### src/rtl/tf_pkg.sv
package tf_pkg;

    typedef enum logic [1:0] {
        HS_IDLE  = 2'd0,
        HS_READ  = 2'd1,
        HS_WRITE = 2'd2
    } host_state_e;

    // command block addresses
    localparam logic [2:0] A_ERRFEAT = 3'd1;
    localparam logic [2:0] A_COUNT   = 3'd2;
    localparam logic [2:0] A_DEVICE  = 3'd6;
    localparam logic [2:0] A_STATCMD = 3'd7;
    // control block address
    localparam logic [2:0] A_ALTCTL  = 3'd6;

    localparam logic [7:0] DEF_ERROR  = 8'h01;
    localparam logic [7:0] DEF_COUNT  = 8'h01;
    localparam logic [7:0] DEF_DEVICE = 8'hA0;

    // status bit positions
    localparam int ST_BSY  = 7;
    localparam int ST_DRDY = 6;
    localparam int ST_DSC  = 4;
    localparam int ST_DRQ  = 3;
    localparam int ST_ERR  = 0;

    // device control bit positions
    localparam int DC_HOB  = 7;
    localparam int DC_SRST = 2;
    localparam int DC_NIEN = 1;

    // device register bit position
    localparam int DV_DRV  = 4;

endpackage

### src/rtl/tf_host_fsm.sv
module tf_host_fsm
    import tf_pkg::*;
(
    input  logic clk,
    input  logic rst_n,
    input  logic rd_n,
    input  logic wr_n,
    output logic rd_evt,
    output logic wr_evt
);

    host_state_e state_q, state_d;

    always_ff @(posedge clk) begin
        if (!rst_n) state_q <= HS_IDLE;
        else        state_q <= state_d;
    end

    always_comb begin
        state_d = state_q;
        unique case (state_q)
            HS_IDLE: begin
                if (!wr_n)      state_d = HS_WRITE;
                else if (!rd_n) state_d = HS_READ;
            end
            HS_WRITE: if (wr_n) state_d = HS_IDLE;
            HS_READ:  if (rd_n) state_d = HS_IDLE;
            default:  state_d = HS_IDLE;
        endcase
    end

    always_comb begin
        wr_evt = (state_q == HS_IDLE) && !wr_n;
        rd_evt = (state_q == HS_IDLE) && wr_n && !rd_n;
    end

    AST_WR_SINGLE_EVENT: assert property (@(posedge clk) disable iff (!rst_n)
        wr_evt |=> !wr_evt);
    AST_RD_SINGLE_EVENT: assert property (@(posedge clk) disable iff (!rst_n)
        rd_evt |=> !rd_evt);

endmodule

### src/rtl/tf_dual_byte.sv
module tf_dual_byte #(
    parameter int           W        = 8,
    parameter logic [W-1:0] CUR_DEF  = '0,
    parameter logic [W-1:0] PREV_DEF = '0
) (
    input  logic         clk,
    input  logic         rst_n,
    input  logic         clr,
    input  logic         we,
    input  logic [W-1:0] d,
    output logic [W-1:0] cur,
    output logic [W-1:0] prev
);

    always_ff @(posedge clk) begin
        if (!rst_n || clr) begin
            cur  <= CUR_DEF;
            prev <= PREV_DEF;
        end else if (we) begin
            prev <= cur;
            cur  <= d;
        end
    end

    AST_PREV_SHIFT: assert property (@(posedge clk) disable iff (!rst_n)
        (we && !clr) |=> (prev == $past(cur)));

endmodule

### src/rtl/ata_taskfile.sv
module ata_taskfile
    import tf_pkg::*;
#(
    parameter int REG_W   = 8,
    parameter int NUM_LBA = 3
) (
    input  logic                       clk,
    input  logic                       rst_n,
    input  logic                       dev_id,
    input  logic                       cs0_n,
    input  logic                       cs1_n,
    input  logic [2:0]                 da,
    input  logic                       dior_n,
    input  logic                       diow_n,
    input  logic [REG_W-1:0]           host_wdata,
    output logic [REG_W-1:0]           host_rdata,
    output logic                       host_rdata_oe,
    output logic                       intrq,
    input  logic                       core_stat_we,
    input  logic                       core_bsy,
    input  logic                       core_drq,
    input  logic                       core_err,
    input  logic [REG_W-1:0]           core_err_code,
    input  logic                       core_irq_pulse,
    output logic                       cmd_stb,
    output logic [REG_W-1:0]           cmd_code,
    output logic [2*REG_W-1:0]         cmd_feature,
    output logic [2*REG_W-1:0]         cmd_count,
    output logic [2*NUM_LBA*REG_W-1:0] cmd_lba,
    output logic [REG_W-1:0]           cmd_device
);

    // features, count, then LBA bytes; slot k sits at address k+1
    localparam int NUM_SH = 2 + NUM_LBA;

    logic rd_evt, wr_evt;
    logic sel_cmd, sel_ctl, this_dev, cmd_wr, acc_wr, status_rd;
    logic hob_q, srst_q, nien_q;
    logic bsy_q, drq_q, err_q, irq_q;
    logic [REG_W-1:0] dev_q, error_q, status_byte;
    logic             cmd_stb_q;
    logic [REG_W-1:0] cmd_code_q;

    logic [REG_W-1:0] sh_cur  [NUM_SH];
    logic [REG_W-1:0] sh_prev [NUM_SH];
    logic [REG_W-1:0] sh_rd   [NUM_SH];
    logic [NUM_SH-1:0] sh_we;

    tf_host_fsm u_fsm (
        .clk    (clk),
        .rst_n  (rst_n),
        .rd_n   (dior_n),
        .wr_n   (diow_n),
        .rd_evt (rd_evt),
        .wr_evt (wr_evt)
    );

    always_comb begin
        sel_cmd   = !cs0_n && cs1_n && (da != 3'd0);
        sel_ctl   = cs0_n && !cs1_n && (da == A_ALTCTL);
        this_dev  = (dev_q[DV_DRV] == dev_id);
        cmd_wr    = wr_evt && sel_cmd;
        acc_wr    = cmd_wr && (this_dev || (da == A_DEVICE));
        status_rd = rd_evt && sel_cmd && (da == A_STATCMD) && this_dev;
    end

    for (genvar k = 0; k < NUM_SH; k++) begin : g_sh
        assign sh_we[k] = cmd_wr && this_dev && (da == 3'(k + 1));
        assign sh_rd[k] = hob_q ? sh_prev[k] : sh_cur[k];
        tf_dual_byte #(
            .W       (REG_W),
            .CUR_DEF ((k == 1) ? REG_W'(DEF_COUNT) : REG_W'(0)),
            .PREV_DEF(REG_W'(0))
        ) u_byte (
            .clk  (clk),
            .rst_n(rst_n),
            .clr  (srst_q),
            .we   (sh_we[k]),
            .d    (host_wdata),
            .cur  (sh_cur[k]),
            .prev (sh_prev[k])
        );
    end

    for (genvar j = 0; j < NUM_LBA; j++) begin : g_lba_out
        assign cmd_lba[j*REG_W +: REG_W]             = sh_cur[2 + j];
        assign cmd_lba[(NUM_LBA + j)*REG_W +: REG_W] = sh_prev[2 + j];
    end

    always_ff @(posedge clk) begin
        if (!rst_n) begin
            hob_q      <= 1'b0;
            srst_q     <= 1'b0;
            nien_q     <= 1'b0;
            dev_q      <= REG_W'(DEF_DEVICE);
            bsy_q      <= 1'b0;
            drq_q      <= 1'b0;
            err_q      <= 1'b0;
            error_q    <= REG_W'(DEF_ERROR);
            irq_q      <= 1'b0;
            cmd_stb_q  <= 1'b0;
            cmd_code_q <= '0;
        end else begin
            if (wr_evt && sel_ctl) begin
                hob_q  <= host_wdata[DC_HOB];
                srst_q <= host_wdata[DC_SRST];
                nien_q <= host_wdata[DC_NIEN];
            end else if (acc_wr) begin
                hob_q  <= 1'b0;
            end
            cmd_stb_q <= cmd_wr && this_dev && (da == A_STATCMD) && !srst_q;
            if (cmd_wr && this_dev && (da == A_STATCMD))
                cmd_code_q <= host_wdata;
            if (srst_q) begin
                dev_q   <= REG_W'(DEF_DEVICE);
                bsy_q   <= 1'b0;
                drq_q   <= 1'b0;
                err_q   <= 1'b0;
                error_q <= REG_W'(DEF_ERROR);
                irq_q   <= 1'b0;
            end else begin
                if (cmd_wr && (da == A_DEVICE)) dev_q <= host_wdata;
                if (core_stat_we) begin
                    bsy_q   <= core_bsy;
                    drq_q   <= core_drq;
                    err_q   <= core_err;
                    error_q <= core_err_code;
                end
                if (core_irq_pulse)  irq_q <= 1'b1;
                else if (status_rd)  irq_q <= 1'b0;
            end
        end
    end

    always_comb begin
        status_byte          = '0;
        status_byte[ST_BSY]  = bsy_q;
        status_byte[ST_DRDY] = 1'b1;
        status_byte[ST_DSC]  = 1'b1;
        status_byte[ST_DRQ]  = drq_q;
        status_byte[ST_ERR]  = err_q;
    end

    always_comb begin
        host_rdata_oe = !dior_n && (sel_cmd || sel_ctl) && this_dev;
        host_rdata    = '0;
        if (host_rdata_oe) begin
            if (bsy_q || sel_ctl) begin
                host_rdata = status_byte;
            end else begin
                case (da)
                    A_ERRFEAT: host_rdata = error_q;
                    A_DEVICE:  host_rdata = dev_q;
                    A_STATCMD: host_rdata = status_byte;
                    default: begin
                        for (int k = 1; k < NUM_SH; k++)
                            if (da == 3'(k + 1)) host_rdata = sh_rd[k];
                    end
                endcase
            end
        end
    end

    assign intrq       = irq_q && !nien_q;
    assign cmd_stb     = cmd_stb_q;
    assign cmd_code    = cmd_code_q;
    assign cmd_device  = dev_q;
    assign cmd_feature = {sh_prev[0], sh_cur[0]};
    assign cmd_count   = {sh_prev[1], sh_cur[1]};

    AST_STATUS_ACK: assert property (@(posedge clk) disable iff (!rst_n)
        (status_rd && !core_irq_pulse && !srst_q) |=> !intrq);
    AST_ALT_NO_ACK: assert property (@(posedge clk) disable iff (!rst_n)
        (rd_evt && sel_ctl && !core_irq_pulse && !srst_q) |=> $stable(irq_q));
    AST_BUSY_READS_STATUS: assert property (@(posedge clk) disable iff (!rst_n)
        (host_rdata_oe && bsy_q) |-> (host_rdata[ST_BSY] && host_rdata[ST_DRDY]));
    AST_HOB_DROP: assert property (@(posedge clk) disable iff (!rst_n)
        acc_wr |=> !hob_q);
    AST_SRST_DEFAULTS: assert property (@(posedge clk) disable iff (!rst_n)
        srst_q |=> (error_q == REG_W'(DEF_ERROR) && dev_q == REG_W'(DEF_DEVICE)
                    && !bsy_q && !irq_q));
    AST_IRQ_SOURCE: assert property (@(posedge clk) disable iff (!rst_n)
        $rose(irq_q) |-> $past(core_irq_pulse));
    AST_CMD_PULSE: assert property (@(posedge clk) disable iff (!rst_n)
        cmd_stb |=> !cmd_stb);

endmodule

### config.mk
export PLATFORM = sky130hd
export DESIGN_NAME = ata_taskfile
export DESIGN_NICKNAME = d
export VERILOG_FILES = /design/src/rtl/tf_pkg.sv /design/src/rtl/tf_host_fsm.sv /design/src/rtl/tf_dual_byte.sv /design/src/rtl/ata_taskfile.sv
export SDC_FILE = /design/constraint.sdc
export NUM_CORES = 1
export LEC_CHECK = 0
export ABC_AREA = 0
export BUFFER_PORTS_ARGS = -buffer_cell sky130_fd_sc_hd__buf_2
export CORE_MARGIN = 10
export CORE_UTILIZATION = 35
export CTS_CLUSTER_SIZE = 20
export DETAILED_ROUTE_END_ITERATION = 7
export GPL_ROUTABILITY_DRIVEN = 0
export GPL_TIMING_DRIVEN = 0
export PLACE_DENSITY = 0.55
export SLEW_MARGIN = 5
export SYNTH_ARGS = -nofsm -noshare
export SYNTH_HDL_FRONTEND = slang
export SYNTH_SLANG_ARGS = --single-unit
export TNS_END_PERCENT = 5
### constraint.sdc
create_clock -name clk -period 2.7 [get_ports clk]
set_input_delay 0.135 -clock clk [delete_from_list [all_inputs] [get_ports clk]]
set_output_delay 0.135 -clock clk [all_outputs]
set_load 0.005 [all_outputs]
; Word level (Yosys, flattened, before mapping)
; Index checks and enable logic that the tools add are counted.
[totals]
regBits = 114
out_inout_bits = 107
[classes]
eq_ne = 13
muxes = 20
bitwise_logic = 1
reduce_logical = 42
[ops]
columns = operator, n
row1 = 8-bit two-way mux, 10
row2 = 1-bit logical AND, 25
row3 = 8-bit case mux with 3 select lines, 1
row4 = 3-bit == test (second input constant), 4
row5 = 2-bit two-way mux, 4
row6 = 1-bit zero test, 7
row7 = 3-bit by 2-bit == test with 1-bit output (second input constant), 2
row8 = 2-bit case mux with 3 select lines, 1
row9 = 1-bit logical OR, 4
row10 = 1-bit two-way mux, 4
row11 = 2-bit != test (second input constant), 2
row12 = 2-bit nonzero test, 2
row13 = 3-bit by 1-bit == test with 1-bit output (second input constant), 1
row14 = 3-bit != test (second input constant), 1
row15 = 3-bit AND reduction, 1
row16 = 3-bit nonzero test, 1
row17 = 2-bit by 1-bit == test with 1-bit output (second input constant), 1
row18 = 2-bit == test (second input constant), 1
row19 = 2-bit zero test, 1
row20 = 2-bit OR reduction, 1
row21 = 1-bit == test, 1
row22 = 1-bit NOT, 1

; Depth between registers and ports, before layout
; Gate-level depths: netlist (run 1).
[depth]
word_depth = 8
depth_mapped = 7

; By module
; A second synthesis (run 1) with hierarchy kept.
[hier_totals]
hier_cells = 512
hier_area_um2 = 5157.4
[by_module_without_submodules]
columns = module, instances, cells_per_inst, area_per_inst_um2, seq_area_each_um2
row1 = tf_dual_byte at g_sh[0].u_byte ..., 4, 53, 594.3, 320.3
row2 = ata_taskfile, 1, 240, 2098.3, 640.6
row3 = tf_dual_byte at g_sh[1].u_byte, 1, 53, 595.6, 320.3
row4 = tf_host_fsm, 1, 7, 86.3, 40.0

; Least setup slack after synthesis (run 1)
; No wires, ideal clock.
[synth_path]
path_kind = reg-to-reg
from = register dev_q[4] (netlist: cmd_device[4])
to = register irq_q
arrival_ns = 1.621
t_required_ns = 2.572
path_slack_ns = 0.952
stages_incl_launch_ff = 6
synth_period_minus_slack_ns = 1.748
path_cell_list = dfxtp_1 > xor2_1 > or3_4 > or4_1 > a21oi_1 > nor2_1
[synth_via]
elab_chain_cells = 3
[synth_rtl]
columns = element, line
row1 = "start, declared", ata_taskfile.sv:40  ; logic [REG_W-1:0] dev_q, error_q, status_byte;
row2 = "start signal, assigned", ata_taskfile.sv:95  ; dev_q <= REG_W'(DEF_DEVICE);
row3 = "start signal, assigned", ata_taskfile.sv:115  ; dev_q <= REG_W'(DEF_DEVICE);
row4 = "start signal, assigned", ata_taskfile.sv:122  ; if (cmd_wr && (da == A_DEVICE)) dev_q <= host_wdata;
row5 = 1-bit == test, ata_taskfile.sv:61  ; this_dev = (dev_q[DV_DRV] == dev_id);
row6 = 1-bit logical AND, ata_taskfile.sv:64  ; status_rd = rd_evt && sel_cmd && (da == A_STATCMD) && this_dev;
row7 = 2-bit nonzero test (no source line), n/a
row8 = "end signal, assigned", ata_taskfile.sv:100  ; irq_q <= 1'b0;
row9 = "end signal, assigned", ata_taskfile.sv:120  ; irq_q <= 1'b0;
row10 = "end signal, assigned", ata_taskfile.sv:129  ; if (core_irq_pulse) irq_q <= 1'b1;
row11 = "end, declared", ata_taskfile.sv:39  ; logic bsy_q, drq_q, err_q, irq_q;
; Every way passes these cells.
; A chain may end at the register's enable or synchronous reset.

; Final worst setup path (run 1)
[layout_path]
from = register hob_q
to = output port host_rdata[2]
[layout_via]
elab_chain_cells = 8
elab_cells_between_ends = 11
classes_between = 11 x mux
[layout_rtl]
columns = element, line
row1 = "start, declared", ata_taskfile.sv:38  ; logic hob_q, srst_q, nien_q;
row2 = "start signal, assigned", ata_taskfile.sv:105  ; hob_q <= host_wdata[DC_HOB];
row3 = 8-bit two-way mux, ata_taskfile.sv:69  ; assign sh_rd[k] = hob_q ? sh_prev[k] : sh_cur[k];
row4 = 8-bit two-way mux (3 in a row), ata_taskfile.sv:157  ; if (da == 3'(k + 1)) host_rdata = sh_rd[k];
row5 = 8-bit two-way mux *, ata_taskfile.sv:157
row6 = 8-bit case mux with 3 select lines *, ata_taskfile.sv:151  ; case (da)
row7 = 8-bit two-way mux *, ata_taskfile.sv:148  ; if (bsy_q || sel_ctl) begin
row8 = 8-bit two-way mux *, ata_taskfile.sv:147  ; if (host_rdata_oe) begin
row9 = "end, declared", ata_taskfile.sv:16  ; output logic [REG_W-1:0] host_rdata,
; Every way passes the cells marked *; elsewhere a longest branch is shown, timed or not.

==> results.json, run 1 <==
{
  "outcome": "finished clean",
  "place.detailed.hpwl_um": 13400,
  "n_antenna_cell": 0,
  "rsz_0062_raised_after_global_routing": "no",
  "routed-via-count": 4742,
  "grt_usage_pct": 17.9,
  "design_power_total_mw": 3.94,
  "die_h_um": 140,
  "synth.yosys.seq_area_share_pct": 45.5,
  "synth-warning-count": 0,
  "globalRoute.totalOverflow": 0,
  "final_critical_path_setup_slack_ns": 0.194,
  "global_route_wire_length_before_repair_um": 27400,
  "final.hold.worst_slack_ns": 0.0145,
  "dpl-instance-area_um2": 5910,
  "ys_types": 48,
  "clock_tree.buffer_depth": 2,
  "die-width_um": 140,
  "criticalPathCategory": "flop to output port",
  "design.final.nets": 746,
  "total_drc_errors_in_the_routed_layout": 0,
  "grt_start_max_net_pins": 20,
  "multi_input_area_um2": 2520,
  "grt_pass1_vias": 4743,
  "report.final.setup_viol": 0,
  "utilization_pct": 47.1,
  "cts_num_sinks": 114,
  "worstPathRequired_ns": 2.57,
  "synth_largest_area_cell": "sky130_fd_sc_hd__dfxtp_1",
  "number_of_top_level_pins": 138,
  "avgSynthCellArea_um2": 9.13,
  "finalMaxSlewViolations": 0,
  "portBuffers": 134,
  "regArea_um2": 2280,
  "clk_transition_reported_paths_ns": 0.05,
  "detailedRoute.firstIterationViolations": 294,
  "routedWlPerCell_um": 19.8,
  "worst_slew_pin_slew_ns": 0.804,
  "p_leak_nw": 2.81,
  "rows": 43,
  "cellPowerDensity_nw_per_um2": 601,
  "ys_ff_latch": 114,
  "final-instance-count-excl-fill": 906,
  "die_area_um2": 19500,
  "final_area_um2": 6560,
  "fp.coreArea_um2": 13900,
  "finClkSkew_ns": 0.0101,
  "count_of_flip_flops_with_a_built_in_enable_after_synthesis": 0,
  "max_cap_violations": 0,
  "crit_path_end_kind": "output port",
  "postSynth.asyncResetShare_pct": 0,
  "maximum_level_of_the_cts_h_tree": 4,
  "timing.hold.worst.class": "primary input to flop",
  "via_density": 5.23,
  "drt-total-wl_um": 17900,
  "setup_total_negative_slack_ns": 0,
  "drtAntennaViolNets": 0,
  "insertion_delay_ns": 0.42,
  "primary_ff_master_synth": "sky130_fd_sc_hd__dfxtp_1",
  "synth_nets": 580,
  "post_cts.resized_instances": 0,
  "max-vdd-ir-drop_uv": 343,
  "synthesis.instances": 549,
  "ys_top_cells_by_area": "sky130_fd_sc_hd__dfxtp_1, sky130_fd_sc_hd__mux2i_1, sky130_fd_sc_hd__nand3_1",
  "worst_slew_margin_rel_pct": 46.4,
  "drt_pass1_iterations": 5,
  "period_needed_ns": 2.51,
  "area_growth_pct": 30.8,
  "mappedNetlistArea_um2": 5010,
  "antenna_violations_before_repair": 0,
  "critPathMaxFanout": 19,
  "max_freq_ghz": 0.399,
  "dpl.cell_count": 863,
  "top_area_cell_type_share_of_the_netlist_area_pct": 45.5,
  "final_worst_path_cycle_share_pct": 92.8,
  "placement.setup.worst_slack_ns": 0.387,
  "final_layout_size_suffix_gt1_share_pct": 26.7,
  "root_buffer": "sky130_fd_sc_hd__clkbuf_16",
  "cts-buffers-inserted": 17,
  "arrival_time_worst_endpoint_ns": 2.37,
  "start_kind": "flop",
  "initial_core_util_pct": 36.0,
  "post_cts.repair.setup_buffers": 0,
  "final.fill_count": 1342,
  "cts_tree": "done",
  "hold_viol": 0
}
[final timing paths]
kind / start / to / slack, ns / cells past startpoint
worst max-delay path: hob_q / host_rdata[2] / 0.19 / 8
worst min-delay path: rst_n / hob_q / 0.01 / 2
worst max register to register: cmd_device[4] / g_sh[3].u_byte.cur[4] / 0.76 / 6
worst min register to register: g_sh[0].u_byte.prev[5] / g_sh[0].u_byte.prev[5] / 0.47 / 2
[cell usage after synthesis (all sizes together) (2+ instances only)]
cell,instances
a221oi,2
nand2,46
nor3,7
a21oi,25
or3,2
clkbuf,22
o21ai,47
inv,2
a211oi,4
nor4,2
a2bb2oi,2
a22oi,4
nor2,65
o22ai,4
mux2i,75
nor2b,17
or3b,2
buf,21
nor4bb,2
mux4,6
o221ai,2
nand2b,4
mux2,6
dfxtp,114
nand3,51
nor4b,2
[area by class of cell]
type,count,area share [%]
repair buffers,148,12.4
multi-input cells,390,38.5
flip-flops and latches,114,34.8
clock buffers,24,7.34
inverters,2,0.114
well taps,180,3.43
plain buffers,42,2.99
clock inverters,6,0.496
[power breakdown]
group	switching, mW	leakage [nW]	total (mW)	internal [mW]
registers	0.0127	0.921	1.71	1.70
clock network	0.748	0.255	1.97	1.22
logic	0.164	1.63	0.260	0.0957
[cells by family (layout without fill, tap and decap cells)]
logic type             count (synthesis)  after routing  share of synthesized area (%)
buffers and inverters                 45            222                           4.17
AND/OR/NAND/NOR                      206            206                           20.2
AO/OA/AOI/OAI                         95             95                           10.7
XOR/XNOR                               2              2                          0.349
flip-flops                           114            114                           45.5
multiplexers                          87             87                           19.0
[layer usage]
layer	part of all wire (%)	track usage, %	wire length (um)	up-vias
met5	0	0	0	-
li1	-	-	-	2265
met2	48	28.7	8530	143
met4	1.8	6.14	316	0
met1	45	22.1	8030	2313
met3	5.9	5.41	1050	21
[worst max-delay path, stage by stage, from the launching register on]
cell	delay, ns
sky130_fd_sc_hd__dfxtp_1	0.31
sky130_fd_sc_hd__buf_4	0.21
sky130_fd_sc_hd__buf_4	0.36
sky130_fd_sc_hd__mux2i_1	0.16
sky130_fd_sc_hd__nand2_1	0.10
sky130_fd_sc_hd__nand3_1	0.09
sky130_fd_sc_hd__o221ai_1	0.12
sky130_fd_sc_hd__nor4bb_1	0.41
sky130_fd_sc_hd__buf_2	0.19
[cell usage in the layout (no fill, tap or decap), types with 2 or more instances in the layout]
master                          instances
sky130_fd_sc_hd__a22oi_1                4
sky130_fd_sc_hd__buf_1                  7
sky130_fd_sc_hd__a21oi_1               25
sky130_fd_sc_hd__clkbuf_16             17
sky130_fd_sc_hd__nor3_1                 5
sky130_fd_sc_hd__mux4_2                 6
sky130_fd_sc_hd__o221ai_1               2
sky130_fd_sc_hd__clkbuf_8               3
sky130_fd_sc_hd__dlygate4sd3_1         14
sky130_fd_sc_hd__nand2_1               46
sky130_fd_sc_hd__mux2_2                 6
sky130_fd_sc_hd__nor2b_1               17
sky130_fd_sc_hd__mux2i_1               75
sky130_fd_sc_hd__dfxtp_1              114
sky130_fd_sc_hd__nor4bb_1               2
sky130_fd_sc_hd__or3b_2                 2
sky130_fd_sc_hd__o22ai_1                4
sky130_fd_sc_hd__nand3_1               50
sky130_fd_sc_hd__a211oi_1               4
sky130_fd_sc_hd__clkbuf_1              26
sky130_fd_sc_hd__buf_2                141
sky130_fd_sc_hd__a221oi_1               2
sky130_fd_sc_hd__o21ai_0               47
sky130_fd_sc_hd__inv_1                  2
sky130_fd_sc_hd__a2bb2oi_1              2
sky130_fd_sc_hd__nor4b_1                2
sky130_fd_sc_hd__clkinv_2               5
sky130_fd_sc_hd__nor2_1                64
sky130_fd_sc_hd__buf_4                  5
sky130_fd_sc_hd__nand2b_1               4
[registers in the layout, summed over array words and instances, names as in the netlist, 2 cells and up]
name              flops
g_sh.u_byte.cur      40
g_sh.u_byte.prev     40
cmd_code              8
cmd_device            8
error_q               8
u_fsm.state_q         2
[repair_timing]
item,in CTS,in global routing
endpoints found under the setup margin,4,0
endpoints found under the hold margin,13,0
hold buffers,14,0
(Power assumes the default switching activity.)
==> inputs of run 2 (changes only) <==
--- a/config.mk
+++ b/config.mk
@@ -5,15 +5,15 @@
 export SDC_FILE = /design/constraint.sdc
 export NUM_CORES = 1
 export LEC_CHECK = 0
-export ABC_AREA = 0
+export ABC_AREA = 1
 export BUFFER_PORTS_ARGS = -buffer_cell sky130_fd_sc_hd__buf_2
 export CORE_MARGIN = 10
-export CORE_UTILIZATION = 35
+export CORE_UTILIZATION = 57
 export CTS_CLUSTER_SIZE = 20
 export DETAILED_ROUTE_END_ITERATION = 7
 export GPL_ROUTABILITY_DRIVEN = 0
 export GPL_TIMING_DRIVEN = 0
-export PLACE_DENSITY = 0.55
+export PLACE_DENSITY_LB_ADDON = 0.1
 export SLEW_MARGIN = 5
 export SYNTH_ARGS = -nofsm -noshare
 export SYNTH_HDL_FRONTEND = slang
==> run 2 against run 1 <==
  * Wire length is 1.2% higher
  * Clock skew fell by 0.0031 ns
  * Core utilization up 30 points
  * Highest routed layer unchanged
  * Largest power group unchanged
==> results.json, run 2 <==
{
  "max_cap_violations": 0,
  "mappedNetlistArea_um2": 5420,
  "dpl.cell_count": 1150,
  "report.final.setup_viol": 0,
  "yosys-top-cells-count": "sky130_fd_sc_hd__nand2_1, sky130_fd_sc_hd__nor2_1, sky130_fd_sc_hd__dfxtp_1",
  "outcome": "finished clean",
  "synth_nets": 919,
  "routed-via-count": 5986,
  "drt-total-wl_um": 18100,
  "die_h_um": 117,
  "crit_path_top_delay_cell": "sky130_fd_sc_hd__clkbuf_1",
  "cts-buffers-inserted": 17,
  "ys_types": 22,
  "hold_viol": 0,
  "grt_pass1_vias": 5704,
  "rows": 35,
  "mostFrequentLayoutCells": "sky130_fd_sc_hd__nand2_1, sky130_fd_sc_hd__nor2_1, sky130_fd_sc_hd__buf_2",
  "most_used_cell_cp": "sky130_fd_sc_hd__nand2_1",
  "primary_ff_master_synth": "sky130_fd_sc_hd__dfxtp_1",
  "insertion_delay_ns": 0.51,
  "die_area_um2": 13800,
  "worst_slew_margin_rel_pct": 51.1,
  "final_area_um2": 7080,
  "fp.coreArea_um2": 9240,
  "critPathMaxFanout": 10,
  "met1_routing_resource_usage_after_global_routing_pct": 32.3,
  "n_antenna_cell": 0,
  "criticalPathCategory": "flop to output port",
  "hp-start": "core_stat_we",
  "initial_core_util_pct": 58.6,
  "layout_top_registers": "g_sh.u_byte.cur: 40 flops, g_sh.u_byte.prev: 40 flops",
  "critPathMaxStageDelay_ns": 0.42,
  "global_route_wire_length_before_repair_um": 29300,
  "period_needed_ns": 2.46,
  "total_drc_errors_in_the_routed_layout": 0,
  "grt_usage_pct": 25.8,
  "crit_path_end_kind": "output port",
  "finClkSkew_ns": 0.00697,
  "final_layout_size_suffix_gt1_share_pct": 18.3,
  "synthesis.instances": 888,
  "max_freq_ghz": 0.407,
  "cts_tree": "done",
  "grt_start_max_net_pins": 17,
  "worstPathRequired_ns": 2.57,
  "final.fill_count": 771,
  "synth_largest_area_cell": "sky130_fd_sc_hd__dfxtp_1",
  "grtUsageMet3_pct": 7.82,
  "final_critical_path_setup_slack_ns": 0.243,
  "ys_ff_latch": 114,
  "final-instance-count-excl-fill": 1203,
  "portBuffers": 133,
  "root_buffer": "sky130_fd_sc_hd__clkbuf_8",
  "start_kind": "flop",
  "worst_slew_pin_slew_ns": 0.731,
  "drt_pass1_iterations": 5,
  "final_worst_path_cycle_share_pct": 91.0,
  "busiest_layer": "met2",
  "design_power_total_mw": 4.32,
  "critical_path.reg2reg.startpoint": "srst_q",
  "via_density": 4.98,
  "synth-warning-count": 0,
  "regArea_um2": 2280,
  "count_of_flip_flops_with_a_built_in_enable_after_synthesis": 0,
  "utilization_pct": 76.7,
  "synthMostInstantiatedCell": "sky130_fd_sc_hd__nand2_1",
  "detailedRoute.firstIterationViolations": 619,
  "placement.setup.worst_slack_ns": 0.542,
  "min_delay_path_depth": 4,
  "synth.yosys.seq_area_share_pct": 42.1,
  "ys_top_cells_by_area": "sky130_fd_sc_hd__dfxtp_1, sky130_fd_sc_hd__nand2_1, sky130_fd_sc_hd__nor2_1",
  "postSynth.asyncResetShare_pct": 0,
  "multi_input_area_um2": 2530,
  "r2r_setup_slack_ns": 0.57,
  "die-width_um": 117,
  "routedWlPerCell_um": 15.1,
  "cellPowerDensity_nw_per_um2": 610,
  "clk_transition_reported_paths_ns": 0.06,
  "arrival_time_worst_endpoint_ns": 2.32,
  "number_of_top_level_pins": 138,
  "timing.hold.worst.class": "primary input to flop",
  "clock_tree.buffer_depth": 2,
  "maximum_level_of_the_cts_h_tree": 4,
  "place.detailed.hpwl_um": 12500,
  "mostFrequentLayoutCell": "sky130_fd_sc_hd__nand2_1",
  "setup_total_negative_slack_ns": 0,
  "hold_path_end": "bsy_q",
  "design.final.nets": 1092,
  "max-vdd-ir-drop_uv": 584,
  "finalMaxSlewViolations": 0,
  "area_growth_pct": 30.8,
  "timing.critical_path.cells": "clkbuf_1 -> o21ai_0 -> nand2_1 -> nand2_1 -> nor2_1 -> nand2_1 -> o21ai_0 -> inv_1 -> buf_2",
  "dpl-instance-area_um2": 6240,
  "rsz_0062_raised_after_global_routing": "no",
  "antenna_violations_before_repair": 1,
  "top_area_cell_type_share_of_the_netlist_area_pct": 42.1,
  "r2r-end": "g_sh[3].u_byte.cur[1]",
  "cts_num_sinks": 114,
  "avgSynthCellArea_um2": 6.10,
  "p_leak_nw": 4.03,
  "globalRoute.totalOverflow": 0,
  "r2r.worst_path.cells": 5,
  "post_cts.repair.setup_buffers": 0,
  "global_route.usage.met2_pct": 40.6,
  "drtAntennaViolNets": 0,
  "final.hold.worst_slack_ns": 0.0263
}
[run 2: cell count changes after synthesis, moves of 14 or more]
cell                      delta
sky130_fd_sc_hd__inv_1     +111
sky130_fd_sc_hd__mux2i_1    -75
sky130_fd_sc_hd__nand2_1   +263
sky130_fd_sc_hd__nand3_1    -30
sky130_fd_sc_hd__nor2_1    +141
sky130_fd_sc_hd__nor2b_1    -17
sky130_fd_sc_hd__o21ai_0    -14
[run 2: worst max path at each step]
| stage | startpoint | to | slack (ns) | cells after the start |
|---|---|---|---|---|
| 2_1_floorplan | cmd_device[4] | cmd_code[7] | 1.20 | 7 |
| 3_3_place_gp | hob_q | host_rdata[2] | 0.50 | 7 |
| 3_5_place_dp | hob_q | host_rdata[1] | 0.54 | 7 |
| 4_1_cts | hob_q | host_rdata[1] | 0.05 | 9 |
| 5_1_grt | hob_q | host_rdata[4] | 0.07 | 9 |
| 6_report | hob_q | host_rdata[4] | 0.24 | 9 |
[run 2: layer usage]
metal / vias to the layer above / wire length [um]
met3: 38 / 1710
li1: 2996 / -
met1: 2674 / 7710
met4: 0 / 533
met2: 278 / 8190
met5: - / 0
[run 2: layout make-up]
class,instances,share of cell area (%)
inverters,115,6.09
multi-input cells,619,35.7
repair buffers,154,12.4
flip-flops and latches,114,32.2
well taps,129,2.28
clock inverters,12,2.53
plain buffers,40,2.51
clock buffers,20,6.29
[run 2: critical path, delay by kind of cell, from the launching register on]
family	cells	cell delay, ns
AND/OR/NAND/NOR	4	0.42
AO/OA/AOI/OAI	2	0.40
buffers and inverters	3	0.60
flip-flops	1	0.38
[run 2: cells by family (layout without fill, tap and decap cells)]
group / count (synthesis) / count (layout) / share of synthesized area, %
AO/OA/AOI/OAI: 69 / 69 / 7.00
XOR/XNOR: 1 / 1 / 0.162
buffers and inverters: 155 / 341 / 11.2
flip-flops: 114 / 114 / 42.1
AND/OR/NAND/NOR: 549 / 549 / 39.6
[run 2: power breakdown]
group / internal, mW / switching [mW]
Combinational: 0.0829 / 0.166
Sequential: 1.70 / 0.0138
Clock: 1.55 / 0.805
[run 2: repair_timing]
action / in CTS / in global routing
hold buffers: 21 / 0
gates cloned: 0 / 0
gates resized for setup: 1 / 4
setup endpoints to repair: 2 / 5
endpoints found under the hold margin: 31 / 0
==> inputs of run 3 (changes only) <==
--- a/config.mk
+++ b/config.mk
@@ -8,7 +8,7 @@
 export ABC_AREA = 1
 export BUFFER_PORTS_ARGS = -buffer_cell sky130_fd_sc_hd__buf_2
 export CORE_MARGIN = 10
-export CORE_UTILIZATION = 57
+export CORE_UTILIZATION = 51
 export CTS_CLUSTER_SIZE = 20
 export DETAILED_ROUTE_END_ITERATION = 7
 export GPL_ROUTABILITY_DRIVEN = 0
==> run 3 against run 2 <==
  * Critical path depth did not move
  * Final cell count rose by 0.91%
  * Sequential cell count did not move
  * Register-to-register slack improved by 0.09 ns
  * Via count fell by 1.7%
  * Maximum frequency fell by 2.1%
  * Sequential power barely moved
  * Worst hold slack got worse by 0.00095 ns
  * Non-clock buffer count rose by 2
  * Largest power group unchanged
  * Highest routed layer unchanged
==> results.json, run 3 (synthesis results as in run 2) <==
{
  "die-width_um": 123,
  "cts-buffers-inserted": 17,
  "hold_viol": 0,
  "worstPathRequired_ns": 2.57,
  "critical_path.reg2reg.startpoint": "srst_q",
  "critPathMaxStageDelay_ns": 0.46,
  "cellPowerDensity_nw_per_um2": 577,
  "die_h_um": 123,
  "detailedRoute.firstIterationViolations": 609,
  "grt_start_max_net_pins": 17,
  "cts_num_sinks": 114,
  "rows": 37,
  "crit_path_end_kind": "output port",
  "wl_met1_um": 7860,
  "root_buffer": "sky130_fd_sc_hd__clkbuf_8",
  "p_switching_mw": 0.996,
  "maximum_level_of_the_cts_h_tree": 4,
  "timing.critical_path.cells": "clkbuf_1 -> o21ai_0 -> nand2_1 -> nand2_1 -> nor2_1 -> nand2_1 -> o21ai_0 -> inv_1 -> buf_2",
  "antenna_violations_before_repair": 0,
  "area_growth_pct": 30.3,
  "fp.coreArea_um2": 10300,
  "max_cap_violations": 0,
  "final.hold.worst_slack_ns": 0.0254,
  "final_worst_path_cycle_share_pct": 93.0,
  "share_comb_of_total_power_pct": 6.1,
  "r2r-end": "g_sh[4].u_byte.cur[1]",
  "hold_path_end": "cmd_device[3]",
  "drt-total-wl_um": 18100,
  "multi_input_area_um2": 2530,
  "design.final.nets": 1094,
  "final_layout_size_suffix_gt1_share_pct": 18.4,
  "initial_core_util_pct": 52.5,
  "total_drc_errors_in_the_routed_layout": 0,
  "arrival_time_worst_endpoint_ns": 2.38,
  "drtAntennaViolNets": 0,
  "hp-start": "host_wdata[3]",
  "mostFrequentLayoutCell": "sky130_fd_sc_hd__nand2_1",
  "critPathMaxFanout": 10,
  "die_area_um2": 15100,
  "power.internal_mw": 3.08,
  "portBuffers": 133,
  "finClkSkew_ns": 0.0101,
  "globalRoute.totalOverflow": 0,
  "clock_tree.buffer_depth": 2,
  "routed-via-count": 5882,
  "power.share.clock_pct": 51.7,
  "place.detailed.hpwl_um": 12700,
  "r2r_setup_slack_ns": 0.66,
  "outcome": "finished clean",
  "grt_usage_pct": 23.6,
  "final.fill_count": 941,
  "layout_top_registers": "g_sh.u_byte.cur: 40 flops, g_sh.u_byte.prev: 40 flops",
  "worst_slew_pin_slew_ns": 0.717,
  "finalMaxSlewViolations": 0,
  "seq_power_share_pct": 42.2,
  "drt_pass1_iterations": 5,
  "min_delay_path_depth": 3,
  "timing.hold.worst.class": "primary input to flop",
  "criticalPathCategory": "flop to output port",
  "period_needed_ns": 2.51,
  "top_layer_used": "met4",
  "rsz_0062_raised_after_global_routing": "no",
  "regArea_um2": 2280,
  "swShare_pct": 24.5,
  "number_of_top_level_pins": 138,
  "clk_transition_reported_paths_ns": 0.06,
  "max-vdd-ir-drop_uv": 468,
  "routedWlPerCell_um": 14.9,
  "wl_met3_um": 1870,
  "p_leak_nw": 4.00,
  "start_kind": "flop",
  "setup_total_negative_slack_ns": 0,
  "global_route_wire_length_before_repair_um": 27900,
  "crit_path_top_delay_cell": "sky130_fd_sc_hd__clkbuf_1",
  "cts_tree": "done",
  "met2_wirelength_um": 8080,
  "via_density": 4.85,
  "most_used_cell_cp": "sky130_fd_sc_hd__nand2_1",
  "insertion_delay_ns": 0.52,
  "report.final.setup_viol": 0,
  "mostFrequentLayoutCells": "sky130_fd_sc_hd__nand2_1, sky130_fd_sc_hd__nor2_1, sky130_fd_sc_hd__buf_2",
  "max_freq_ghz": 0.398,
  "worst_slew_margin_rel_pct": 52.0,
  "r2r.worst_path.cells": 5,
  "grt_pass1_vias": 5286,
  "post_cts.repair.setup_buffers": 0
}
run 3: area by class of cell:
cell class	instances	share of cell area [%]
multi-input combinational	619	35.9
sequential	114	32.3
timing repair buffer	156	12.7
clock buffer	20	6.45
inverter	115	6.12
buffer	40	2.52
tap	136	2.41
clock inverter	12	1.52
antenna	2	0.0709
run 3: worst max-delay path, delay by kind of cell (launching register included):
kind | cells | cell delay, ns
AO/OA/AOI/OAI | 2 | 0.43
buffers and inverters | 3 | 0.65
flip-flops | 1 | 0.40
AND/OR/NAND/NOR | 4 | 0.38
run 3: per-layer routing:
layer,vias to the layer above,track usage (%)
li1,3001,-
met1,2600,31.0
met2,257,36.3
met3,24,7.02
met4,0,7.57
met5,-,0
run 3: stage by stage:
step | worst slack, ns | instance area [um2] | total power, mW | util (%) | instances
floorplan | 1.20 | 5420 | 1.87 | - | 888
global placement | 0.494 | 6250 | 1.97 | 60.6 | 1157
detailed placement | 0.503 | 6250 | 1.97 | 60.6 | 1157
CTS | 0.0537 | 7050 | 4.08 | 68.3 | 1212
global route | 0.0300 | 7050 | 4.18 | 68.3 | 1212
finish | 0.190 | 7060 | 4.07 | 68.4 | 1214
run 3: how the worst max path moves through the flow:
stage | startpoint | endpoint | depth (start not counted)
after CTS | hob_q | host_rdata[4] | 8
after global placement | hob_q | host_rdata[1] | 7
after detailed placement | hob_q | host_rdata[1] | 7
final | hob_q | host_rdata[4] | 9
after global routing | hob_q | host_rdata[4] | 9
after floorplan | cmd_device[4] | cmd_code[7] | 7
run 3: timing repair:
action / in CTS / in global routing
endpoints found under the setup margin: 2 / 5
hold buffers: 23 / 0
hold endpoints to repair: 25 / 0
gates resized for setup: 1 / 4
run 3: power groups by stage:
stage | logic (mW) | registers (mW) | clock network [mW]
after global placement | 0.218 | 1.75 | 0
after floorplan | 0.123 | 1.75 | 0
after global routing | 0.276 | 1.72 | 2.19
after detailed placement | 0.219 | 1.75 | 0
after CTS | 0.245 | 1.72 | 2.11
final | 0.250 | 1.72 | 2.11
